===== config.mk =====
export PLATFORM = sky130hd
export DESIGN_NAME = pgw_walker
export DESIGN_NICKNAME = d
export VERILOG_FILES = /design/src/rtl/pgw_pkg.sv /design/src/rtl/pgw_addr_gen.sv /design/src/rtl/pgw_perm_chk.sv /design/src/rtl/pgw_ctrl.sv /design/src/rtl/pgw_walker.sv
export SDC_FILE = /design/constraint.sdc
export NUM_CORES = 1
export LEC_CHECK = 0
export BUFFER_PORTS_ARGS = -buffer_cell sky130_fd_sc_hd__buf_2
export CORE_ASPECT_RATIO = 1.25
export CORE_UTILIZATION = 32
export DETAILED_ROUTE_END_ITERATION = 8
export MAX_ROUTING_LAYER = met4
export SLEW_MARGIN = 30
export SYNTH_ARGS = -nofsm -noshare
export SYNTH_HDL_FRONTEND = slang
export SYNTH_SLANG_ARGS = --single-unit

===== constraint.sdc =====
create_clock -name clk -period 2.15 [get_ports clk]
set_clock_uncertainty 0.15 [all_clocks]
set_input_delay 0.43 -clock clk [delete_from_list [all_inputs] [get_ports clk]]
set_output_delay 0.43 -clock clk [all_outputs]
set_load 0.1 [all_outputs]

===== src/rtl/pgw_pkg.sv =====
package pgw_pkg;

   typedef enum logic [1:0] {
      ACC_READ  = 2'd0,
      ACC_WRITE = 2'd1,
      ACC_FETCH = 2'd2
   } pgw_kind_e;

   typedef enum logic [3:0] {
      S_IDLE     = 4'd0,
      S_DIR_RD   = 4'd1,
      S_DIR_WAIT = 4'd2,
      S_DIR_EVAL = 4'd3,
      S_DIR_WB   = 4'd4,
      S_TBL_RD   = 4'd5,
      S_TBL_WAIT = 4'd6,
      S_TBL_EVAL = 4'd7,
      S_TBL_WB   = 4'd8,
      S_RESP     = 4'd9
   } pgw_state_e;

   localparam int unsigned PGW_LEVELS = 2;

endpackage


===== src/rtl/pgw_addr_gen.sv =====
module pgw_addr_gen #(
   parameter int unsigned VA_W    = 32,
   parameter int unsigned PA_W    = 32,
   parameter int unsigned OFFS_W  = 12,
   parameter int unsigned IDX_W   = 10,
   parameter int unsigned ENT_LG2 = 2
) (
   input  logic [VA_W-1:0]        vaddr,
   input  logic [PA_W-OFFS_W-1:0] root_frame,
   input  logic [PA_W-OFFS_W-1:0] dir_frame,
   input  logic [PA_W-OFFS_W-1:0] pte_frame,
   output logic [PA_W-1:0]        dir_addr,
   output logic [PA_W-1:0]        tbl_addr,
   output logic [PA_W-1:0]        paddr
);
   localparam int unsigned HI_LSB = OFFS_W + IDX_W;

   if (VA_W != OFFS_W + 2 * IDX_W) begin : g_bad_split
      $error("pgw_addr_gen: VA_W must equal OFFS_W + 2*IDX_W");
   end
   if (OFFS_W != IDX_W + ENT_LG2) begin : g_bad_scale
      $error("pgw_addr_gen: a scaled index must fill one page");
   end

   always_comb begin
      dir_addr = {root_frame, vaddr[VA_W-1:HI_LSB], {ENT_LG2{1'b0}}};
      tbl_addr = {dir_frame, vaddr[HI_LSB-1:OFFS_W], {ENT_LG2{1'b0}}};
      paddr    = {pte_frame, vaddr[OFFS_W-1:0]};
   end
endmodule


===== src/rtl/pgw_perm_chk.sv =====
module pgw_perm_chk
   import pgw_pkg::*;
#(
   parameter int unsigned ENT_W    = 32,
   parameter int unsigned PRES_BIT = 0,
   parameter int unsigned WR_BIT   = 1,
   parameter int unsigned ACC_BIT  = 5,
   parameter int unsigned DRTY_BIT = 6,
   parameter bit          LEAF     = 1'b1,
   parameter bit          CHECK_WR = 1'b1
) (
   input  logic [ENT_W-1:0] entry,
   input  pgw_kind_e        kind,
   output logic             fault,
   output logic             need_wb,
   output logic [ENT_W-1:0] wb_data
);
   localparam logic [ENT_W-1:0] ACC_MASK  = ENT_W'(1) << ACC_BIT;
   localparam logic [ENT_W-1:0] DRTY_MASK = ENT_W'(1) << DRTY_BIT;

   if (PRES_BIT >= ENT_W || WR_BIT >= ENT_W || ACC_BIT >= ENT_W || DRTY_BIT >= ENT_W) begin : g_bad_bits
      $error("pgw_perm_chk: flag bit outside entry");
   end

   logic wr_denied;
   logic [ENT_W-1:0] set_mask;

   if (CHECK_WR) begin : g_wr_chk
      assign wr_denied = (kind == ACC_WRITE) && !entry[WR_BIT];
   end else begin : g_wr_free
      assign wr_denied = 1'b0;
   end

   if (LEAF) begin : g_leaf
      assign set_mask = (kind == ACC_WRITE) ? (ACC_MASK | DRTY_MASK) : ACC_MASK;
   end else begin : g_node
      assign set_mask = ACC_MASK;
   end

   always_comb begin
      fault   = !entry[PRES_BIT] || wr_denied;
      wb_data = entry | set_mask;
      need_wb = !fault && (wb_data != entry);
   end
endmodule


===== src/rtl/pgw_ctrl.sv =====
module pgw_ctrl
   import pgw_pkg::*;
(
   input  logic       clk,
   input  logic       rst_n,
   input  logic       req_valid,
   input  logic       mem_ready,
   input  logic       mem_rvalid,
   input  logic       dir_fault,
   input  logic       dir_wb,
   input  logic       tbl_fault,
   input  logic       tbl_wb,
   input  logic       rsp_ready,
   output pgw_state_e state_q
);
   pgw_state_e state_d;

   always_comb begin
      state_d = state_q;
      unique case (state_q)
         S_IDLE:     if (req_valid)  state_d = S_DIR_RD;
         S_DIR_RD:   if (mem_ready)  state_d = S_DIR_WAIT;
         S_DIR_WAIT: if (mem_rvalid) state_d = S_DIR_EVAL;
         S_DIR_EVAL: begin
            if (dir_fault)   state_d = S_RESP;
            else if (dir_wb) state_d = S_DIR_WB;
            else             state_d = S_TBL_RD;
         end
         S_DIR_WB:   if (mem_ready)  state_d = S_TBL_RD;
         S_TBL_RD:   if (mem_ready)  state_d = S_TBL_WAIT;
         S_TBL_WAIT: if (mem_rvalid) state_d = S_TBL_EVAL;
         S_TBL_EVAL: begin
            if (!tbl_fault && tbl_wb) state_d = S_TBL_WB;
            else                      state_d = S_RESP;
         end
         S_TBL_WB:   if (mem_ready)  state_d = S_RESP;
         S_RESP:     if (rsp_ready)  state_d = S_IDLE;
         default:                    state_d = S_IDLE;
      endcase
   end

   always_ff @(posedge clk) begin
      if (!rst_n) state_q <= S_IDLE;
      else        state_q <= state_d;
   end

   assert_legal_state_R11 : assert property (@(posedge clk) disable iff (!rst_n)
      (state_q == S_RESP && !rsp_ready) |=> (state_q == S_RESP));
endmodule


===== src/rtl/pgw_walker.sv =====
module pgw_walker
   import pgw_pkg::*;
#(
   parameter int unsigned VA_W     = 32,
   parameter int unsigned PA_W     = 32,
   parameter int unsigned OFFS_W   = 12,
   parameter int unsigned IDX_W    = 10,
   parameter int unsigned ENT_LG2  = 2,
   parameter int unsigned PRES_BIT = 0,
   parameter int unsigned WR_BIT   = 1,
   parameter int unsigned ACC_BIT  = 5,
   parameter int unsigned DRTY_BIT = 6,
   parameter bit          STRICT_DIR_WR = 1'b1
) (
   input  logic            clk,
   input  logic            rst_n,
   input  logic            req_valid,
   output logic            req_ready,
   input  logic [VA_W-1:0] req_vaddr,
   input  logic [1:0]      req_kind,
   input  logic [PA_W-1:0] req_root,
   output logic            rsp_valid,
   input  logic            rsp_ready,
   output logic [PA_W-1:0] rsp_paddr,
   output logic            rsp_fault,
   output logic            rsp_fault_lvl,
   output logic            rsp_writable,
   output logic            mem_valid,
   input  logic            mem_ready,
   output logic            mem_write,
   output logic [PA_W-1:0] mem_addr,
   output logic [PA_W-1:0] mem_wdata,
   input  logic            mem_rvalid,
   input  logic [PA_W-1:0] mem_rdata
);
   localparam int unsigned FRAME_W = PA_W - OFFS_W;
   localparam int unsigned NLVL    = PGW_LEVELS;

   if (PA_W < OFFS_W + 1) begin : g_bad_pa
      $error("pgw_walker: physical width too small");
   end

   pgw_state_e              state_q;
   logic [VA_W-1:0]         vaddr_q;
   logic [FRAME_W-1:0]      root_q;
   pgw_kind_e               kind_q;
   logic [NLVL-1:0][PA_W-1:0] ent_q;
   logic                    fault_q;
   logic                    flvl_q;

   logic [NLVL-1:0]           lvl_fault;
   logic [NLVL-1:0]           lvl_wb;
   logic [NLVL-1:0][PA_W-1:0] lvl_wbdata;
   logic [PA_W-1:0]           dir_addr, tbl_addr, paddr;
   logic                      dir_wr_ok;

   // one permission checker per table level
   for (genvar lv = 0; lv < NLVL; lv++) begin : g_lvl
      pgw_perm_chk #(
         .ENT_W    (PA_W),
         .PRES_BIT (PRES_BIT),
         .WR_BIT   (WR_BIT),
         .ACC_BIT  (ACC_BIT),
         .DRTY_BIT (DRTY_BIT),
         .LEAF     (lv == NLVL - 1),
         .CHECK_WR ((lv == NLVL - 1) ? 1'b1 : STRICT_DIR_WR)
      ) i_chk (
         .entry   (ent_q[lv]),
         .kind    (kind_q),
         .fault   (lvl_fault[lv]),
         .need_wb (lvl_wb[lv]),
         .wb_data (lvl_wbdata[lv])
      );
   end

   pgw_addr_gen #(
      .VA_W    (VA_W),
      .PA_W    (PA_W),
      .OFFS_W  (OFFS_W),
      .IDX_W   (IDX_W),
      .ENT_LG2 (ENT_LG2)
   ) i_addr (
      .vaddr      (vaddr_q),
      .root_frame (root_q),
      .dir_frame  (ent_q[0][PA_W-1:OFFS_W]),
      .pte_frame  (ent_q[1][PA_W-1:OFFS_W]),
      .dir_addr   (dir_addr),
      .tbl_addr   (tbl_addr),
      .paddr      (paddr)
   );

   pgw_ctrl i_ctrl (
      .clk        (clk),
      .rst_n      (rst_n),
      .req_valid  (req_valid),
      .mem_ready  (mem_ready),
      .mem_rvalid (mem_rvalid),
      .dir_fault  (lvl_fault[0]),
      .dir_wb     (lvl_wb[0]),
      .tbl_fault  (lvl_fault[1]),
      .tbl_wb     (lvl_wb[1]),
      .rsp_ready  (rsp_ready),
      .state_q    (state_q)
   );

   // walk context and fetched entries
   always_ff @(posedge clk) begin
      if (!rst_n) begin
         vaddr_q <= '0;
         root_q  <= '0;
         kind_q  <= ACC_READ;
         ent_q   <= '0;
         fault_q <= 1'b0;
         flvl_q  <= 1'b0;
      end else begin
         if (state_q == S_IDLE && req_valid) begin
            vaddr_q <= req_vaddr;
            root_q  <= req_root[PA_W-1:OFFS_W];
            kind_q  <= pgw_kind_e'(req_kind);
            fault_q <= 1'b0;
            flvl_q  <= 1'b0;
         end
         if (state_q == S_DIR_WAIT && mem_rvalid) ent_q[0] <= mem_rdata;
         if (state_q == S_TBL_WAIT && mem_rvalid) ent_q[1] <= mem_rdata;
         if (state_q == S_DIR_EVAL && lvl_fault[0]) begin
            fault_q <= 1'b1;
            flvl_q  <= 1'b0;
         end
         if (state_q == S_TBL_EVAL && lvl_fault[1]) begin
            fault_q <= 1'b1;
            flvl_q  <= 1'b1;
         end
      end
   end

   if (STRICT_DIR_WR) begin : g_dir_wr
      assign dir_wr_ok = ent_q[0][WR_BIT];
   end else begin : g_dir_free
      assign dir_wr_ok = 1'b1;
   end

   // memory port and response decode
   always_comb begin
      req_ready     = (state_q == S_IDLE);
      rsp_valid     = (state_q == S_RESP);
      rsp_fault     = fault_q;
      rsp_fault_lvl = flvl_q;
      rsp_paddr     = fault_q ? '0 : paddr;
      rsp_writable  = !fault_q && dir_wr_ok && ent_q[1][WR_BIT];
      mem_valid     = 1'b0;
      mem_write     = 1'b0;
      mem_addr      = '0;
      mem_wdata     = '0;
      unique case (state_q)
         S_DIR_RD: begin
            mem_valid = 1'b1;
            mem_addr  = dir_addr;
         end
         S_DIR_WB: begin
            mem_valid = 1'b1;
            mem_write = 1'b1;
            mem_addr  = dir_addr;
            mem_wdata = lvl_wbdata[0];
         end
         S_TBL_RD: begin
            mem_valid = 1'b1;
            mem_addr  = tbl_addr;
         end
         S_TBL_WB: begin
            mem_valid = 1'b1;
            mem_write = 1'b1;
            mem_addr  = tbl_addr;
            mem_wdata = lvl_wbdata[1];
         end
         default: ;
      endcase
   end

   assert_rsp_hold_R11 : assert property (@(posedge clk) disable iff (!rst_n)
      (rsp_valid && !rsp_ready) |=> (rsp_valid && $stable(rsp_paddr) && $stable(rsp_fault)
                                     && $stable(rsp_fault_lvl) && $stable(rsp_writable)));

   assert_one_walk_R11 : assert property (@(posedge clk) disable iff (!rst_n)
      (req_valid && req_ready) |=> !req_ready);

   assert_mem_hold_R12 : assert property (@(posedge clk) disable iff (!rst_n)
      (mem_valid && !mem_ready) |=> (mem_valid && $stable(mem_addr) && $stable(mem_write)
                                     && $stable(mem_wdata)));

   assert_wb_acc_R8 : assert property (@(posedge clk) disable iff (!rst_n)
      (mem_valid && mem_write) |-> mem_wdata[ACC_BIT]);

   assert_dirty_on_write_R9 : assert property (@(posedge clk) disable iff (!rst_n)
      (mem_valid && mem_write && mem_wdata[DRTY_BIT] && !ent_q[1][DRTY_BIT]
       && state_q == S_TBL_WB) |-> (kind_q == ACC_WRITE));

   assert_tbl_after_dir_R3 : assert property (@(posedge clk) disable iff (!rst_n)
      (mem_valid && !mem_write && state_q == S_TBL_RD) |-> ent_q[0][PRES_BIT]);

   assert_no_wb_on_fault_R10 : assert property (@(posedge clk) disable iff (!rst_n)
      (rsp_valid && rsp_fault) |-> !mem_valid);
endmodule


==> impl_metrics.tcl <==
set metrics [dict create \
    cts_hold_buf 0 \
    vdd_drop_max_mv 0.465 \
    cts_num_sinks 124 \
    coreArea_um2 16800 \
    root_buffer "clkbuf_16" \
    max_freq_mhz 395 \
    grt_pass1_wl_um 30000 \
    io_pins 207 \
    yosysMostFrequentCell "nand2_1" \
    yosys.area_share.xor_xnor_pct 0.160 \
    synth_area_leaders "dfxtp_1, nand2_1, a21oi_1" \
    dr.first_iter.drc_count 347 \
    drv_cap 0 \
    power_density_nw_per_um2 945 \
    hold_violations 0 \
    h-tree-depth 4 \
    min_period_ps 2530 \
    dieArea_um2 17700 \
    synth_cells 704 \
    hpwl_um 12300 \
    relSlewSlack_pct 65.6 \
    yosysWarningCount 0 \
    crit_fanout 10 \
    grt_overflow 0 \
    dieWidth_um 119 \
    drv_slew 0 \
    grt_max_degree 55 \
    setup_viol 65 \
    synth_top_area_cell "dfxtp_1" \
    cts.clk_slew.worst_paths_ps 60 \
    dp_cells 1093 \
    synth-adder-area-share_pct 0 \
    clk-insertion-delay-late_ps 420 \
    synth_cell_type_count 41 \
    antenna_found_initial 2 \
    cp.required_ps 1570 \
    synth-simple-area-share_pct 24.8 \
    fin_tns_setup_ps -19880 \
    grt_pass1_vias 5581 \
    grt_setup_unrepaired "yes" \
    drt-total-wl_um 21000 \
    hp-class "input pin to flop" \
    clock_path_buffers 2 \
    yosys-mux-area-fraction_pct 0.183 \
    yosysSeqAreaShare_pct 45.3 \
    start_util_pct 32.7 \
    syn_area_per_cell_um2 7.79 \
    drc 0 \
    p_leak_uw 0.00418 \
    status "finished with violations" \
    worst_pin_slew_ps 520 \
    yosysTopAreaCellShare_pct 45.3 \
    routedWlPerCell_um 18.1 \
    synthesis.area_um2 5480 \
    async_flop_share_pct 0 \
    drive_gt1_share_pct 45.2 \
    die_y_um 148 \
    synth_common_cells "nand2_1, dfxtp_1, a21oi_1, a22o_1, nor2b_1" \
    antenna_left 0 \
    cts_made_buffers 17 \
    min_period_over_period_pct 118 \
    synth_ff_type "dfxtp_1" \
    synth-compound-area-share_pct 22.9 \
    gp_congestion 0.783 \
    hold_depth 3 \
    worstSetupPathType "flop to primary output" \
    p_int_uw 5980 \
    synth_top_family_by_area "simple AND/OR/NAND/NOR gates" \
    p_comb_share_pct 39.9 \
    vias_per_cell 4.96 \
    rows 53 \
    cts_tree "yes" \
    layout_setup_ws_ps -379 \
    power_frac_seq_pct 28.3 \
    violations "negative setup slack" \
    switching_share_pct 37.4 \
    final_net_count 1029 \
    crit_arrival_ps 1950 \
    synth_edf_count 0 \
    ff2ff_path_depth 9 \
    routed-via-count 5754 \
    fin_cells 1160 \
    worst_setup_path_start_kind "flop" \
    synth-seq-cells 124 \
    portBuffers 192 \
    grt.total_usage_pct 22.8 \
    clkPwrFrac_pct 31.8 \
    area_delta_synth_final_pct 84.5 \
    p_sw_uw 3580 \
    dr.pass1.iters 4 \
    endpoint_kind "primary output" \
]
==> metrics by stage <==
stage | utilization (%) | hold slack (ps) | worst slack [ps] | instance area (um2) | total power (uW)
2_1_floorplan | - | 281 | -312 | 6240 | 4890
3_3_place_gp | 51.0 | 288 | 22.5 | 8550 | 5720
6_report | 60.3 | 96.1 | -379 | 10100 | 9560
4_1_cts | 58.3 | 80.8 | -391 | 9790 | 9060
3_5_place_dp | 51.0 | 293 | 7.23 | 8550 | 5750
5_1_grt | 60.3 | 93.8 | -430 | 10100 | 9890
==> final timing paths <==
| kind | from | end | slack [ps] |
|---|---|---|---|
| max | i_ctrl.state_q[0]$_SDFFE_PN0P_ | mem_addr[26] | -380 |
| min reg2reg | ent_q[5]$_SDFFE_PN0P_ | ent_q[5]$_SDFFE_PN0P_ | 300 |
| min | req_root[21] | root_q[9]$_SDFFE_PN0P_ | 100 |
| max reg2reg | i_ctrl.state_q[3]$_SDFFE_PN0P_ | vaddr_q[25]$_SDFFE_PN0P_ | 80 |
==> timing repair <==
action | 4_1_cts | 5_1_grt
resized for setup | 54 | 43
gates cloned | 6 | 10
buffers inserted | 19 | 5
pin swaps | 13 | 19
setup endpoints to repair | 68 | 131
==> final cells by class <==
| cell class | instances | area [um2] |
|---|---|---|
| timing repair buffer | 262 | 3110 |
| fill | 1389 | 6660 |
| sequential | 124 | 2490 |
| clock inverter | 10 | 136 |
| clock buffer | 22 | 494 |
| multi-input combinational | 516 | 3580 |
| inverter | 4 | 20.0 |
| tap | 220 | 275 |
| antenna | 2 | 5.00 |
==> logic make-up after synthesis <==
kind of cell | Yosys count
buffers and inverters | 65
muxes | 1
xor gates and xnor gates | 1
AOI/OAI and AO/OA | 198
other | 1
DFF | 124
and+or+nand+nor | 314
==> metal layers <==
metal	GRT usage [%]	wire length [um]	up-vias
met2	38.4	11000	173
met5	-	0	-
li1	-	-	2825
met1	26.2	8540	2727
met3	4.72	1030	29
met4	9.43	463	0
==> sequential cells by signal (all words and copies together) (netlist names) <==
register	flops
rsp_fault_lvl	1
dir_wr_ok	1
rsp_fault	1
i_ctrl.state_q	4
ent_q	63
vaddr_q	32
kind_q	2
root_q	20
==> worst max-delay path: stages (launching register included) <==
cell and delay, ps:
dfxtp_4 380, inv_4 30, or3_4 370, a21oi_4 150, buf_4 140, buf_12 140, a22o_4 140, buf_12 160
==> power by group through the flow <==
stage	Clock, uW	Sequential [uW]	Combinational, uW
floorplan	0	2690	2200
global placement	0	2710	3010
detailed placement	0	2710	3040
CTS	3080	2690	3290
global route	3180	2730	3970
finish	3040	2710	3810
==> layout by cell type (no fill, tap or decap), types with 3 or more instances in the layout <==
master,netlist,layout
nand2_1,246,240
a21oi_1,122,119
dfxtp_1,124,119
buf_2,25,105
buf_12,0,89
a22o_4,0,61
nor2b_4,0,28
buf_4,5,25
clkbuf_16,0,24
clkbuf_4,0,15
buf_6,9,14
nor2_4,0,7
nand2_4,0,5
clkbuf_8,0,5
buf_16,0,5
nand2b_1,4,4
nor2b_2,0,4
nor2_1,9,4
nand3_1,3,3
o21ai_0,3,3
nor3_1,5,3
a21oi_2,0,3
bufinv_16,0,3
clkinvlp_4,0,3
clkinv_2,0,3
dfxtp_2,0,3
Power figures use the tool's default switching activity.
